**src/rtl/tri7_pkg.sv**
```systemverilog
package tri7_pkg;

    typedef enum logic [1:0] {
        ST_IDLE  = 2'd0,
        ST_GAP   = 2'd1,
        ST_DRIVE = 2'd2
    } gate_st_e;

    localparam int NUM_SW = 6;

    // bit i of a pattern drives switch S(i+1)
    localparam logic [NUM_SW-1:0] PAT_P3 = 6'b001001;
    localparam logic [NUM_SW-1:0] PAT_P2 = 6'b011000;
    localparam logic [NUM_SW-1:0] PAT_P1 = 6'b101000;
    localparam logic [NUM_SW-1:0] PAT_ZP = 6'b001100;
    localparam logic [NUM_SW-1:0] PAT_ZN = 6'b000011;
    localparam logic [NUM_SW-1:0] PAT_N1 = 6'b010010;
    localparam logic [NUM_SW-1:0] PAT_N2 = 6'b100010;
    localparam logic [NUM_SW-1:0] PAT_N3 = 6'b000110;

endpackage

```
**src/rtl/tri7_carrier.sv**
```systemverilog
module tri7_carrier #(
    parameter int CNT_W = 8
) (
    input  logic             clk,
    input  logic             rst_n,
    input  logic             en,
    input  logic [CNT_W-1:0] peak,
    output logic [CNT_W-1:0] cnt
);
    localparam int EXT_W = CNT_W + 1;

    logic             rising;
    logic [EXT_W-1:0] cnt_inc;

    always_comb cnt_inc = EXT_W'(cnt) + EXT_W'(1);

    always_ff @(posedge clk) begin
        if (!rst_n || !en) begin
            cnt    <= '0;
            rising <= 1'b1;
        end else if (rising) begin
            if (cnt_inc >= EXT_W'(peak)) begin
                cnt    <= peak;
                rising <= 1'b0;
            end else begin
                cnt <= cnt_inc[CNT_W-1:0];
            end
        end else begin
            if (cnt > peak) begin
                cnt <= peak;
            end else if (cnt <= CNT_W'(1)) begin
                cnt    <= '0;
                rising <= 1'b1;
            end else begin
                cnt <= cnt - CNT_W'(1);
            end
        end
    end


    cnt_bound_chk: assert property (@(posedge clk) disable iff (!rst_n)
        cnt <= $past(peak));

endmodule

```
**src/rtl/tri7_level.sv**
```systemverilog
module tri7_level #(
    parameter int REF_W = 12,
    parameter int CNT_W = 8
) (
    input  logic signed [REF_W-1:0] ref_smp,
    input  logic        [CNT_W-1:0] cnt,
    input  logic        [CNT_W-1:0] peak,
    output logic        [1:0]       lvl_mag,
    output logic                    lvl_neg
);
    localparam int BASE_W = (REF_W > CNT_W + 2) ? REF_W : CNT_W + 2;
    localparam int SUM_W  = BASE_W + 1;
    localparam int N_REF  = 3;

    logic [SUM_W-1:0] ref_ext;
    logic [SUM_W-1:0] mag;
    logic [N_REF-1:0] hit;

    always_comb begin
        lvl_neg = ref_smp[REF_W-1];
        ref_ext = {{(SUM_W-REF_W){ref_smp[REF_W-1]}}, ref_smp};
        mag     = lvl_neg ? (~ref_ext + SUM_W'(1)) : ref_ext;
    end

    for (genvar k = 0; k < N_REF; k++) begin : g_cmp
        logic [SUM_W-1:0] thr;
        always_comb begin
            thr    = SUM_W'(cnt) + SUM_W'(peak) * SUM_W'(k);
            hit[k] = mag > thr;
        end
    end

    always_comb lvl_mag = 2'(hit[0]) + 2'(hit[1]) + 2'(hit[2]);

endmodule

```
**src/rtl/tri7_decode.sv**
```systemverilog
module tri7_decode
    import tri7_pkg::*;
(
    input  logic [1:0]        lvl_mag,
    input  logic              lvl_neg,
    output logic [NUM_SW-1:0] pat
);
    always_comb begin
        unique case ({lvl_neg, lvl_mag})
            3'b011:  pat = PAT_P3;
            3'b010:  pat = PAT_P2;
            3'b001:  pat = PAT_P1;
            3'b000:  pat = PAT_ZP;
            3'b100:  pat = PAT_ZN;
            3'b101:  pat = PAT_N1;
            3'b110:  pat = PAT_N2;
            default: pat = PAT_N3;
        endcase
    end
endmodule

```
**src/rtl/tri7_blank_fsm.sv**
```systemverilog
module tri7_blank_fsm
    import tri7_pkg::*;
#(
    parameter int BLK_W = 4
) (
    input  logic              clk,
    input  logic              rst_n,
    input  logic              en,
    input  logic [NUM_SW-1:0] want,
    input  logic [BLK_W-1:0]  dead_cyc,
    output logic [NUM_SW-1:0] gate_out
);
    gate_st_e          st_q, st_d;
    logic [BLK_W-1:0]  bcnt_q, bcnt_d;
    logic [NUM_SW-1:0] held_q, held_d;

    always_ff @(posedge clk) begin
        if (!rst_n) begin
            st_q   <= ST_IDLE;
            bcnt_q <= '0;
            held_q <= '0;
        end else begin
            st_q   <= st_d;
            bcnt_q <= bcnt_d;
            held_q <= held_d;
        end
    end

    always_comb begin
        st_d   = st_q;
        bcnt_d = bcnt_q;
        held_d = held_q;
        if (!en) begin
            st_d = ST_IDLE;
        end else begin
            unique case (st_q)
                ST_IDLE: begin
                    st_d   = ST_GAP;
                    bcnt_d = dead_cyc;
                end
                ST_GAP: begin
                    if (bcnt_q == '0) begin
                        st_d   = ST_DRIVE;
                        held_d = want;
                    end else begin
                        bcnt_d = bcnt_q - BLK_W'(1);
                    end
                end
                ST_DRIVE: begin
                    if (want != held_q) begin
                        st_d   = ST_GAP;
                        bcnt_d = dead_cyc;
                    end
                end
                default: st_d = ST_IDLE;
            endcase
        end
    end

    always_comb gate_out = (st_q == ST_DRIVE) ? held_q : '0;


    off_when_disabled_chk: assert property (@(posedge clk) disable iff (!rst_n)
        !en |=> gate_out == '0);

    gate_pair_chk: assert property (@(posedge clk) disable iff (!rst_n)
        gate_out == '0 || $countones(gate_out) == 2);

    leg_exclusive_chk: assert property (@(posedge clk) disable iff (!rst_n)
        !(gate_out[1] && gate_out[3]));

    no_direct_swap_chk: assert property (@(posedge clk) disable iff (!rst_n)
        (gate_out != '0 && $past(gate_out) != '0) |-> gate_out == $past(gate_out));

endmodule

```
**src/rtl/tri7_gate_gen.sv**
```systemverilog
module tri7_gate_gen
    import tri7_pkg::*;
#(
    parameter int REF_W = 12,
    parameter int CNT_W = 8,
    parameter int BLK_W = 4
) (
    input  logic                    clk,
    input  logic                    rst_n,
    input  logic                    en,
    input  logic signed [REF_W-1:0] ref_smp,
    input  logic        [CNT_W-1:0] car_peak,
    input  logic        [BLK_W-1:0] dead_cyc,
    output logic        [5:0]       gate_out
);
    logic [CNT_W-1:0]  car_cnt;
    logic [1:0]        lvl_mag;
    logic              lvl_neg;
    logic [NUM_SW-1:0] want_pat;

    tri7_carrier #(.CNT_W(CNT_W)) u_car (
        .clk   (clk),
        .rst_n (rst_n),
        .en    (en),
        .peak  (car_peak),
        .cnt   (car_cnt)
    );

    tri7_level #(.REF_W(REF_W), .CNT_W(CNT_W)) u_lvl (
        .ref_smp (ref_smp),
        .cnt     (car_cnt),
        .peak    (car_peak),
        .lvl_mag (lvl_mag),
        .lvl_neg (lvl_neg)
    );

    tri7_decode u_dec (
        .lvl_mag (lvl_mag),
        .lvl_neg (lvl_neg),
        .pat     (want_pat)
    );

    tri7_blank_fsm #(.BLK_W(BLK_W)) u_fsm (
        .clk      (clk),
        .rst_n    (rst_n),
        .en       (en),
        .want     (want_pat),
        .dead_cyc (dead_cyc),
        .gate_out (gate_out)
    );

endmodule

```
**config.mk**
```make
export PLATFORM = sky130hd
export DESIGN_NAME = tri7_gate_gen
export DESIGN_NICKNAME = d
export VERILOG_FILES = /design/src/rtl/tri7_pkg.sv /design/src/rtl/tri7_carrier.sv /design/src/rtl/tri7_level.sv /design/src/rtl/tri7_decode.sv /design/src/rtl/tri7_blank_fsm.sv /design/src/rtl/tri7_gate_gen.sv
export SDC_FILE = /design/constraint.sdc
export NUM_CORES = 1
export LEC_CHECK = 0
export ABC_AREA = 1
export BUFFER_PORTS_ARGS = -buffer_cell sky130_fd_sc_hd__buf_2
export CORE_MARGIN = 4
export CORE_UTILIZATION = 30
export DETAILED_ROUTE_END_ITERATION = 7
export GPL_TIMING_DRIVEN = 0
export SYNTH_ARGS = -nofsm -noshare
export SYNTH_HDL_FRONTEND = slang
export SYNTH_SLANG_ARGS = --single-unit
```
**constraint.sdc**
```tcl
create_clock -name clk -period 8.34 [get_ports clk]
set_input_delay 0.417 -clock clk [delete_from_list [all_inputs] [get_ports clk]]
set_output_delay 0.417 -clock clk [all_outputs]
set_load 0.005 [all_outputs]
```
## Yosys cells after proc, flatten, opt, wreduce, memory -nomap -nowiden

Cells that the tools add are included.
W data, S select, Z words.

| storage, ports and cells | value |
|---|---|
| bits in registers | 21 |
| word-level logic and storage cells | 60 |
| bits of input ports | 27 |

| cells by class | value |
|---|---|
| reduce and logical (&&, ||, !) cells | 11 |
| magnitude comparators | 6 |
| equality and inequality tests | 12 |
| multiplexer cells | 17 |
| add/sub/neg operators | 8 |
| bitwise logic cells | 1 |

Operator list:

| kind | number |
|---|---|
| $pmux W6 S7 | 1 |
| $mux W8 | 4 |
| $gt A13 B13 Y1 | 2 |
| $add A13 B1 Y13 const B | 1 |
| $gt A13 B8 Y1 | 1 |
| $mux W13 | 1 |
| $not A13 Y13 | 1 |
| $pmux W4 S3 | 1 |
| $add A8 B9 Y10 | 1 |
| $add A8 B1 Y9 const B | 1 |
| $add A8 B8 Y9 | 1 |
| $eq A3 B3 Y1 const B | 3 |
| $ge A9 B8 Y1 | 1 |
| $gt A8 B8 Y1 | 1 |
| $le A8 B1 Y1 const B | 1 |
| $mux W4 | 2 |
| $sub A8 B1 Y8 const B | 1 |
| $eq A3 B2 Y1 const B | 2 |
| $mux W6 | 1 |
| $ne A6 B6 Y1 | 1 |
| $pmux W2 S3 | 1 |
| $logic_not A4 Y1 | 1 |
| $mux W1 | 4 |
| $mux W2 | 2 |
| 16 further kinds | 19 |

## Logic depth before layout (Yosys ltp)

Gate-level depths: netlist (run 1).

| logic depth | value |
|---|---|
| depth in word-level cells | 11 |
| depth in mapped cells | 29 |
| depth with buffers taken out | 29 |

## Cells and area by module

A second synthesis (run 1) with hierarchy kept.

| unflattened totals | value |
|---|---|
| cells, all modules | 601 |
| area, all modules | 3,733.6 µm² |

By module, submodules not included:

| module | instances | seq. area each (µm²) | cells an instance | area each (µm²) |
|---|---|---|---|---|
| tri7_level | 1 | 0.0 | 272 | 1,656.6 |
| tri7_carrier | 1 | 180.2 | 194 | 1,262.5 |
| tri7_blank_fsm | 1 | 240.2 | 118 | 743.2 |
| tri7_decode | 1 | 0.0 | 17 | 71.3 |

## Worst setup path before layout (run 1)

OpenSTA, ideal clock, no wires.

| timing path | value |
|---|---|
| kind | input to register |
| from | input port car_peak[0] |
| to | register u_fsm.bcnt_q[1] |
| arrival | 3.761 ns |
| stages | 28 |
| required time | 8.227 ns |
| setup slack | 4.465 ns |
| cells stage by stage | ha_1 -> fa_1 -> a21oi_1 -> o21bai_1 -> a21oi_1 -> o21bai_1 -> xor2_1 -> ha_1 -> inv_1 -> nor3_1 -> a211oi_1 -> nand2_1 -> nand2_1 -> nand2_1 -> nand2_1 -> nand2_1 -> fa_1 -> inv_1 -> nand3_1 -> nand2_1 -> nand2_1 -> nand3_1 -> nor2_1 -> nand3_1 -> nand3_2 -> nand2_1 -> nand2_1 -> nor2_1 |

| on the way | value |
|---|---|
| word-level cells in the longest chain between the ends | 9 |
| elaborated cells between the ends (all ways) | 17 |

RTL lines:

| element | line | RTL |
|---|---|---|
| start: declaration | tri7_gate_gen.sv:12 | `input logic [CNT_W-1:0] car_peak,` |
| $add A8 B8 Y9 | tri7_level.sv:28 | `thr = SUM_W'(cnt) + SUM_W'(peak) * SUM_W'(k);` |
| $gt A13 B13 Y1 | tri7_level.sv:29 | `hit[k] = mag > thr;` |
| $add A1 B1 Y2 | tri7_level.sv:33 | `always_comb lvl_mag = 2'(hit[0]) + 2'(hit[1]) + 2'(hit[2]);` |
| $add A2 B1 Y2 * | tri7_level.sv:33 |  |
| $eq A3 B3 Y1 (tied with other cells) | tri7_decode.sv:9 | `unique case ({lvl_neg, lvl_mag})` |
| $pmux W6 S7 * | tri7_decode.sv:9 |  |
| $ne A6 B6 Y1 * | tri7_blank_fsm.sv:50 | `if (want != held_q) begin` |
| $ne A2 B1 Y1 (no line) * | -- |  |
| $reduce_and A4 Y1 (no line) * | -- |  |
| end signal: assignment | tri7_blank_fsm.sv:24 | `bcnt_q <= bcnt_d;` |
| end: declaration | tri7_blank_fsm.sv:14 | `logic [BLK_W-1:0] bcnt_q, bcnt_d;` |

Every way passes the cells marked *; elsewhere a longest branch is shown, timed or not.
A chain may end at the register's enable or synchronous reset.

## Final worst setup path (run 1)

| timing path | value |
|---|---|
| from | register u_car.cnt[0] |
| to | register u_fsm.bcnt_q[3] |

| on the way | value |
|---|---|
| word-level cells in the longest chain between the ends | 9 |
| elaborated cells between the ends (all ways) | 18 |

RTL lines:

| element | line | RTL |
|---|---|---|
| start: declaration | tri7_carrier.sv:8 | `output logic [CNT_W-1:0] cnt` |
| start signal: assignment | tri7_carrier.sv:23 | `cnt <= peak;` |
| start signal: assignment | tri7_carrier.sv:26 | `cnt <= cnt_inc[CNT_W-1:0];` |
| start signal: assignment | tri7_carrier.sv:30 | `cnt <= peak;` |
| $add A8 B8 Y9 | tri7_level.sv:28 |  |
| $gt A13 B13 Y1 | tri7_level.sv:29 |  |
| $add A1 B1 Y2 | tri7_level.sv:33 |  |
| $add A2 B1 Y2 * | tri7_level.sv:33 |  |
| $eq A3 B3 Y1 (tied with other cells) | tri7_decode.sv:9 |  |
| $pmux W6 S7 * | tri7_decode.sv:9 |  |
| $ne A6 B6 Y1 * | tri7_blank_fsm.sv:50 |  |
| $ne A2 B1 Y1 (no line) * | -- |  |
| $reduce_and A4 Y1 (no line) * | -- |  |

Marked as above.

==> metrics.txt, run 1 <==
status completed; DR vias 3598; port bufs 31; ant diodes 0; die height 117 um; # IOs 33; clk_skew 0.00143 ns; filler cell count 1246; most frequent cells after synthesis 101 x nand2_1, 80 x inv_1, 61 x ha_1; hold buffer count at CTS 0; Critical Path Sink u_fsm.bcnt_q[3]; Compound-Gate Fraction of Synth Area 14.4%; DRT Pass-1 Iters 4; first-pass GRT wire length 16.4 mm; largest area contributor in the netlist ha_1; WS Path Type reg -> reg; Die W 117 um; Syn. warnings 0; Static Leakage 0.00216 uW; CTS Sinks 21; minimum clock period 4.46 ns; Post-Syn Nets 629; grt total ovfl 0; Max FO, Critical Path 9; drt total wl 9.61 mm; endpoints failing hold 0; Mapped Cells 538; nets 665; Cell Area, Placed 3910 um^2; Synth async-reset ratio 0%; total power draw 374 uW; final RePlAce weighted congestion 0.864; Peak VDD IR 0.0000550 V; 1st-iter DRT viols 243; endpoints failing setup 0; Max-Cap Viols 0; die area 13700 um^2; HP Class reg -> reg; R2R cell count 26; mux contribution to synthesized area 0%; initial antenna violation count 0; Cell Area, Synth 3580 um^2; CP arrival 4.61 ns; FP Rows 39; Area Overhead vs Synth 11.6%; Initial Utilization 30.9%; flops & latches, synth 21; sequential-to-total area share from yosys stat 11.8%; Worst Setup Start Kind flip-flop; Worst-path clk slew 0.06 ns; Synth area leaders ha_1 21%, dfxtp_1 12%, nand2_1 11%; number of synthesized flops with an enable pin 0; Post-Synth Simple-Gate Area 32.2%; count leader, synth nand2_1; Max-slew headroom 65.3%; Synth top area share 21.3%; post-synthesis adder-cell area fraction 23.0%; DRT antenna net count 0; xor and xnor area share after synthesis 7.59%; H-tree levels 1; hold_ws 0.476 ns; Worst Setup SP u_car.cnt[0]; share of layout cells above drive strength 1 11.9%; fin. max-slew vios 0; Detail Placement HPWL 8.03 mm; worst setup margin 3.88 ns; vias per cell 5.03; Clock Latency Late Sink 0.25 ns; wire length per cell 13.4 um; main combinational cell family by area after synthesis simple AND/OR/NAND/NOR gates; Residual DRC 0; Top FF cell, synth dfxtp_1; setup TNS 0 ns; Power Dens Cells 93.7 nW/um^2; CTS Buffer Depth 2; PostCTS Resize Cnt 0; Max Fclk 0.224 GHz; Mapped Avg Cell Area 6.65 um^2; Clk Tree Root Cell clkbuf_16; vias in the first global route 3490; Slew @ Worst Pin 0.515 ns; CTS buffer count 3; CP endpoint kind flip-flop; CTS tree yes; Yosys cell types 46; RSZ-0062 raised after global routing false; Setup Buffers After CTS 0; GRT Total Usage 14.6%; Worst R2R End u_fsm.bcnt_q[3]; core area 11600 um^2; reg-to-reg startpoint u_car.cnt[0]; pin count of the biggest net entering global routing 13; Worst Path Required 8.49 ns; reg-to-reg slack, setup 3.88 ns; Place WS 3.72 ns; period utilization 53.4%; Non-Filler Cell Area, Final 3990 um^2
==> power by group <==
part | switching, uW | leakage, uW | internal (uW)
Sequential | 4.28 | 0.000171 | 105
Clock | 38.7 | 0.0000409 | 64.5
Combinational | 101 | 0.00195 | 61.1
Total | 144 | 0.00216 | 230
==> area by class of cell <==
type,count,area (um^2),area share [%]
clock buffers,3,75.1,1.88
multi-input cells,422,2760,69.2
flip-flops and latches,21,420,10.5
well taps,143,179,4.48
clock inverters,1,5.00,0.125
repair buffers,31,155,3.89
plain buffers,10,70.1,1.76
inverters,85,324,8.12
==> flip-flops by register name (all words and copies together), names as in the netlist <==
register	cells
u_car.cnt	8
u_fsm.held_q	6
u_fsm.bcnt_q	4
u_fsm.st_q	2
u_car.rising	1
==> cell usage in the layout (no fill, tap or decap), types with 2 or more instances in the layout <==
cell type and n:
a211oi_1 2, nor2_8 2, inv_1 80, dfxtp_1 21, nand2_1 101, o21bai_1 3
ha_1 61, nor2_2 2, clkbuf_16 3, o21ai_1 5, nand3_2 3, buf_6 3
nor3_1 7, o21ai_0 22, fa_1 3, nor2_1 36, inv_2 3, a21o_1 2
or2_2 3, nand2_2 3, o31ai_1 3, xnor2_1 3, buf_2 33, a21oi_1 46
clkbuf_1 2, nor2_4 2, a31oi_1 2, xor2_1 28, nand3_1 50, nand2_4 3
nand4_1 17, o21a_1 3
==> worst max-delay path: stages (launching register included) <==
cell	delay [ns]
dfxtp_1	0.56
ha_1	0.28
fa_1	0.22
a21oi_1	0.08
o21ai_0	0.28
a21oi_1	0.12
o21bai_1	0.22
xor2_1	0.24
ha_1	0.30
a21oi_1	0.15
nand2_1	0.07
nand2_1	0.05
nand2_1	0.05
nand2_1	0.07
nand2_1	0.07
fa_1	0.56
inv_1	0.10
nand3_1	0.09
nand2_1	0.08
nand2_1	0.07
nand3_1	0.06
nor2_1	0.12
nand3_1	0.16
nand3_2	0.17
nand2_1	0.07
nand2_1	0.06
nor2_1	0.04
==> cells by family after synthesis <==
kind of cell | Yosys count
simple gates | 235
buf+inv | 95
compound gates | 92
fa+ha+maj | 64
xor+xnor | 31
flops | 21
==> how the worst min path moves through the flow <==
stage,from,end,cells past startpoint
5_1_grt,u_fsm.bcnt_q[0],u_fsm.bcnt_q[0],2
3_5_place_dp,u_fsm.bcnt_q[0],u_fsm.bcnt_q[0],2
4_1_cts,u_fsm.bcnt_q[0],u_fsm.bcnt_q[0],2
3_3_place_gp,u_fsm.bcnt_q[0],u_fsm.bcnt_q[0],2
2_1_floorplan,u_fsm.bcnt_q[0],u_fsm.bcnt_q[0],2
6_report,u_fsm.bcnt_q[0],u_fsm.bcnt_q[0],2
==> through the flow <==
stage	instances	utilization [%]
after detailed placement	712	33.8
final	716	34.5
after CTS	716	34.5
after global placement	712	33.8
after global routing	716	34.5
after floorplan	538	-
==> per-layer routing <==
metal  vias up  wire (um)  global-route usage (%)
met3        13        533                    2.37
met1      1633       4770                    20.8
met2        94       4170                    23.2
met5         -          0                       0
li1       1858          -                       -
met4         0        133                    3.44
Power figures use the tool's default switching activity.
==> run 2, diff against run 1 <==
Clock period 8.34 ns to 4.28 ns, I/O delays scaled along.
==> run 2 against run 1 <==
  * Power increased by 100%
  * Maximum frequency grew 5.3%
  * Hold slack got worse by 0.19 ns
  * Count of clock-buffer cells in the layout unchanged
  * Routed wire length rose by 1.5%
  * Combinational power up 110%
  * Via count up 0.36%
  * Core utilization rose by 1.3 points
  * Non-clock buffer count rose by 5
  * Critical path type unchanged
  * Critical endpoint unchanged
==> metrics.txt, run 2 (same netlist as run 1, synthesis figures left out) <==
endpoints failing hold 0; Initial Utilization 30.9%; HP Class in -> reg; Residual DRC 0; commonest cells after routing, fill and taps aside 94 x nand2_1, 78 x inv_1, 60 x ha_1, 45 x nand3_1, 41 x a21oi_1; Logic pwr share 44.8%; 1st-iter DRT viols 212; FP Rows 39; first-pass GRT wire length 16.3 mm; R2R cell count 28; DR vias 3611; Worst Setup Start Kind flip-flop; Max Fclk 0.236 GHz; WS Path Type reg -> reg; Detail Placement HPWL 8.03 mm; placed insts 712; minimum clock period 4.23 ns; share of layout cells above drive strength 1 18.2%; wire length per cell 13.5 um; CTS Buffer Depth 2; internal power 456 uW; Slew @ Worst Pin 0.529 ns; Buf+Inv Stages, Crit Path 2; Crit path largest cell delay 0.60 ns; Die W 117 um; CP arrival 4.39 ns; Place WS -0.147 ns; Static Leakage 0.00220 uW; core area 11600 um^2; Clk Tree Root Cell clkbuf_16; initial antenna violation count 0; GRT Total Usage 14.6%; endpoints failing setup 0; Peak VDD IR 0.000105 V; drt total wl 9.75 mm; most common cell after layout, fill and taps aside nand2_1; vias in the first global route 3478; CP delay by family, top adder cells; Psw 291 uW; CTS Sinks 21; DRT antenna net count 0; WHS Path Cells 5; Flop pwr share 28.3%; Max-Cap Viols 0; # IOs 33; filler cell count 1232; fin. max-slew vios 0; Power Dens Cells 180 nW/um^2; CP endpoint kind flip-flop; final RePlAce weighted congestion 0.864; period utilization 98.9%; die area 13700 um^2; slowest CP cell fa_2; die height 117 um; CTS buffer count 3; port bufs 31; H-tree levels 1; vias per cell 5.01; Switching Fraction 38.9%; largest register by flop count u_car.cnt; final cell count without fillers 721; Hold Path Origin dead_cyc[1]; RSZ-0062 raised after global routing true; Worst Setup SP u_car.cnt[1]; Area Overhead vs Synth 15.9%; worst setup margin 0.0468 ns; status completed; Max-slew headroom 64.7%; grt total ovfl 0; most used cell, CP nand2_1; Worst Path Required 4.43 ns; ant diodes 0; Largest register FFs 8; pin count of the biggest net entering global routing 13; Largest regs u_car.cnt x8, u_fsm.held_q x6, u_fsm.bcnt_q x4; Worst-path clk slew 0.06 ns; Clock Latency Late Sink 0.25 ns; clk_skew 0.00119 ns; clock share of power 26.9%; nets 670; DRT Pass-1 Iters 4; reg-to-reg startpoint u_car.cnt[1]; CTS tree yes; Max FO, Critical Path 7; Levels on crit path 28
run 2: timing repair:
item / CTS / global route
setup buffers: 1 / 4
pin swaps: 1 / 22
gates resized for setup: 5 / 33
setup endpoints to repair: 5 / 6
cloned: 0 / 0
hold buffers: 0 / 0
run 2: power by group through the flow:
stage | logic, uW | clock network (uW) | registers [uW]
after floorplan | 233 | 0 | 213
after global placement | 304 | 0 | 216
after detailed placement | 313 | 0 | 216
after CTS | 317 | 207 | 212
after global routing | 386 | 217 | 212
final | 334 | 201 | 212
run 2: routing by layer:
metal	part of all wire (%)	track usage [%]	vias to the layer above	routed length, um
met5	0	0	-	0
met4	1.9	3.29	0	187
met2	43	23.2	87	4230
met3	5.0	2.37	19	487
met1	50	20.7	1633	4850
li1	-	-	1872	-
run 2: worst reg2reg max path, delay by kind of cell (launching register included):
family | cells | cell delay, ns
XOR/XNOR | 1 | 0.19
flip-flops | 1 | 0.37
adder cells (fa/ha/maj) | 4 | 1.45
AND/OR/NAND/NOR | 16 | 1.23
buffers and inverters | 2 | 0.13
AO/OA/AOI/OAI | 5 | 0.75
run 2: through the flow:
stage               setup TNS [ns]  util, %  total power [uW]  hold slack (ns)  area, um^2
CTS                              0     34.7               735            0.299        4010
detailed placement          -0.559     33.8               529            0.469        3910
finish                           0     35.8               747            0.289        4140
global placement            -0.244     33.8               520            0.466        3910
global route                -0.996     35.8               815            0.322        4140
floorplan                        0        -               446            0.388        3580
run 2: area by class of cell:
cell class | count | area [um^2] | area share [%]
Multi-Input combinational cell | 422 | 2870 | 69.2
Sequential cell | 21 | 432 | 10.4
Inverter | 85 | 324 | 7.82
Timing Repair Buffer | 36 | 193 | 4.65
Tap cell | 143 | 179 | 4.32
Clock buffer | 3 | 75.1 | 1.81
Buffer | 10 | 70.1 | 1.69
Clock inverter | 1 | 5.00 | 0.121
run 2: path summary, 6_finish.rpt:
path,to,slack [ns]
max,u_fsm.bcnt_q[3],0.05
min,u_fsm.bcnt_q[1],0.29
max reg2reg,u_fsm.bcnt_q[3],0.05
min reg2reg,u_fsm.bcnt_q[0],0.48
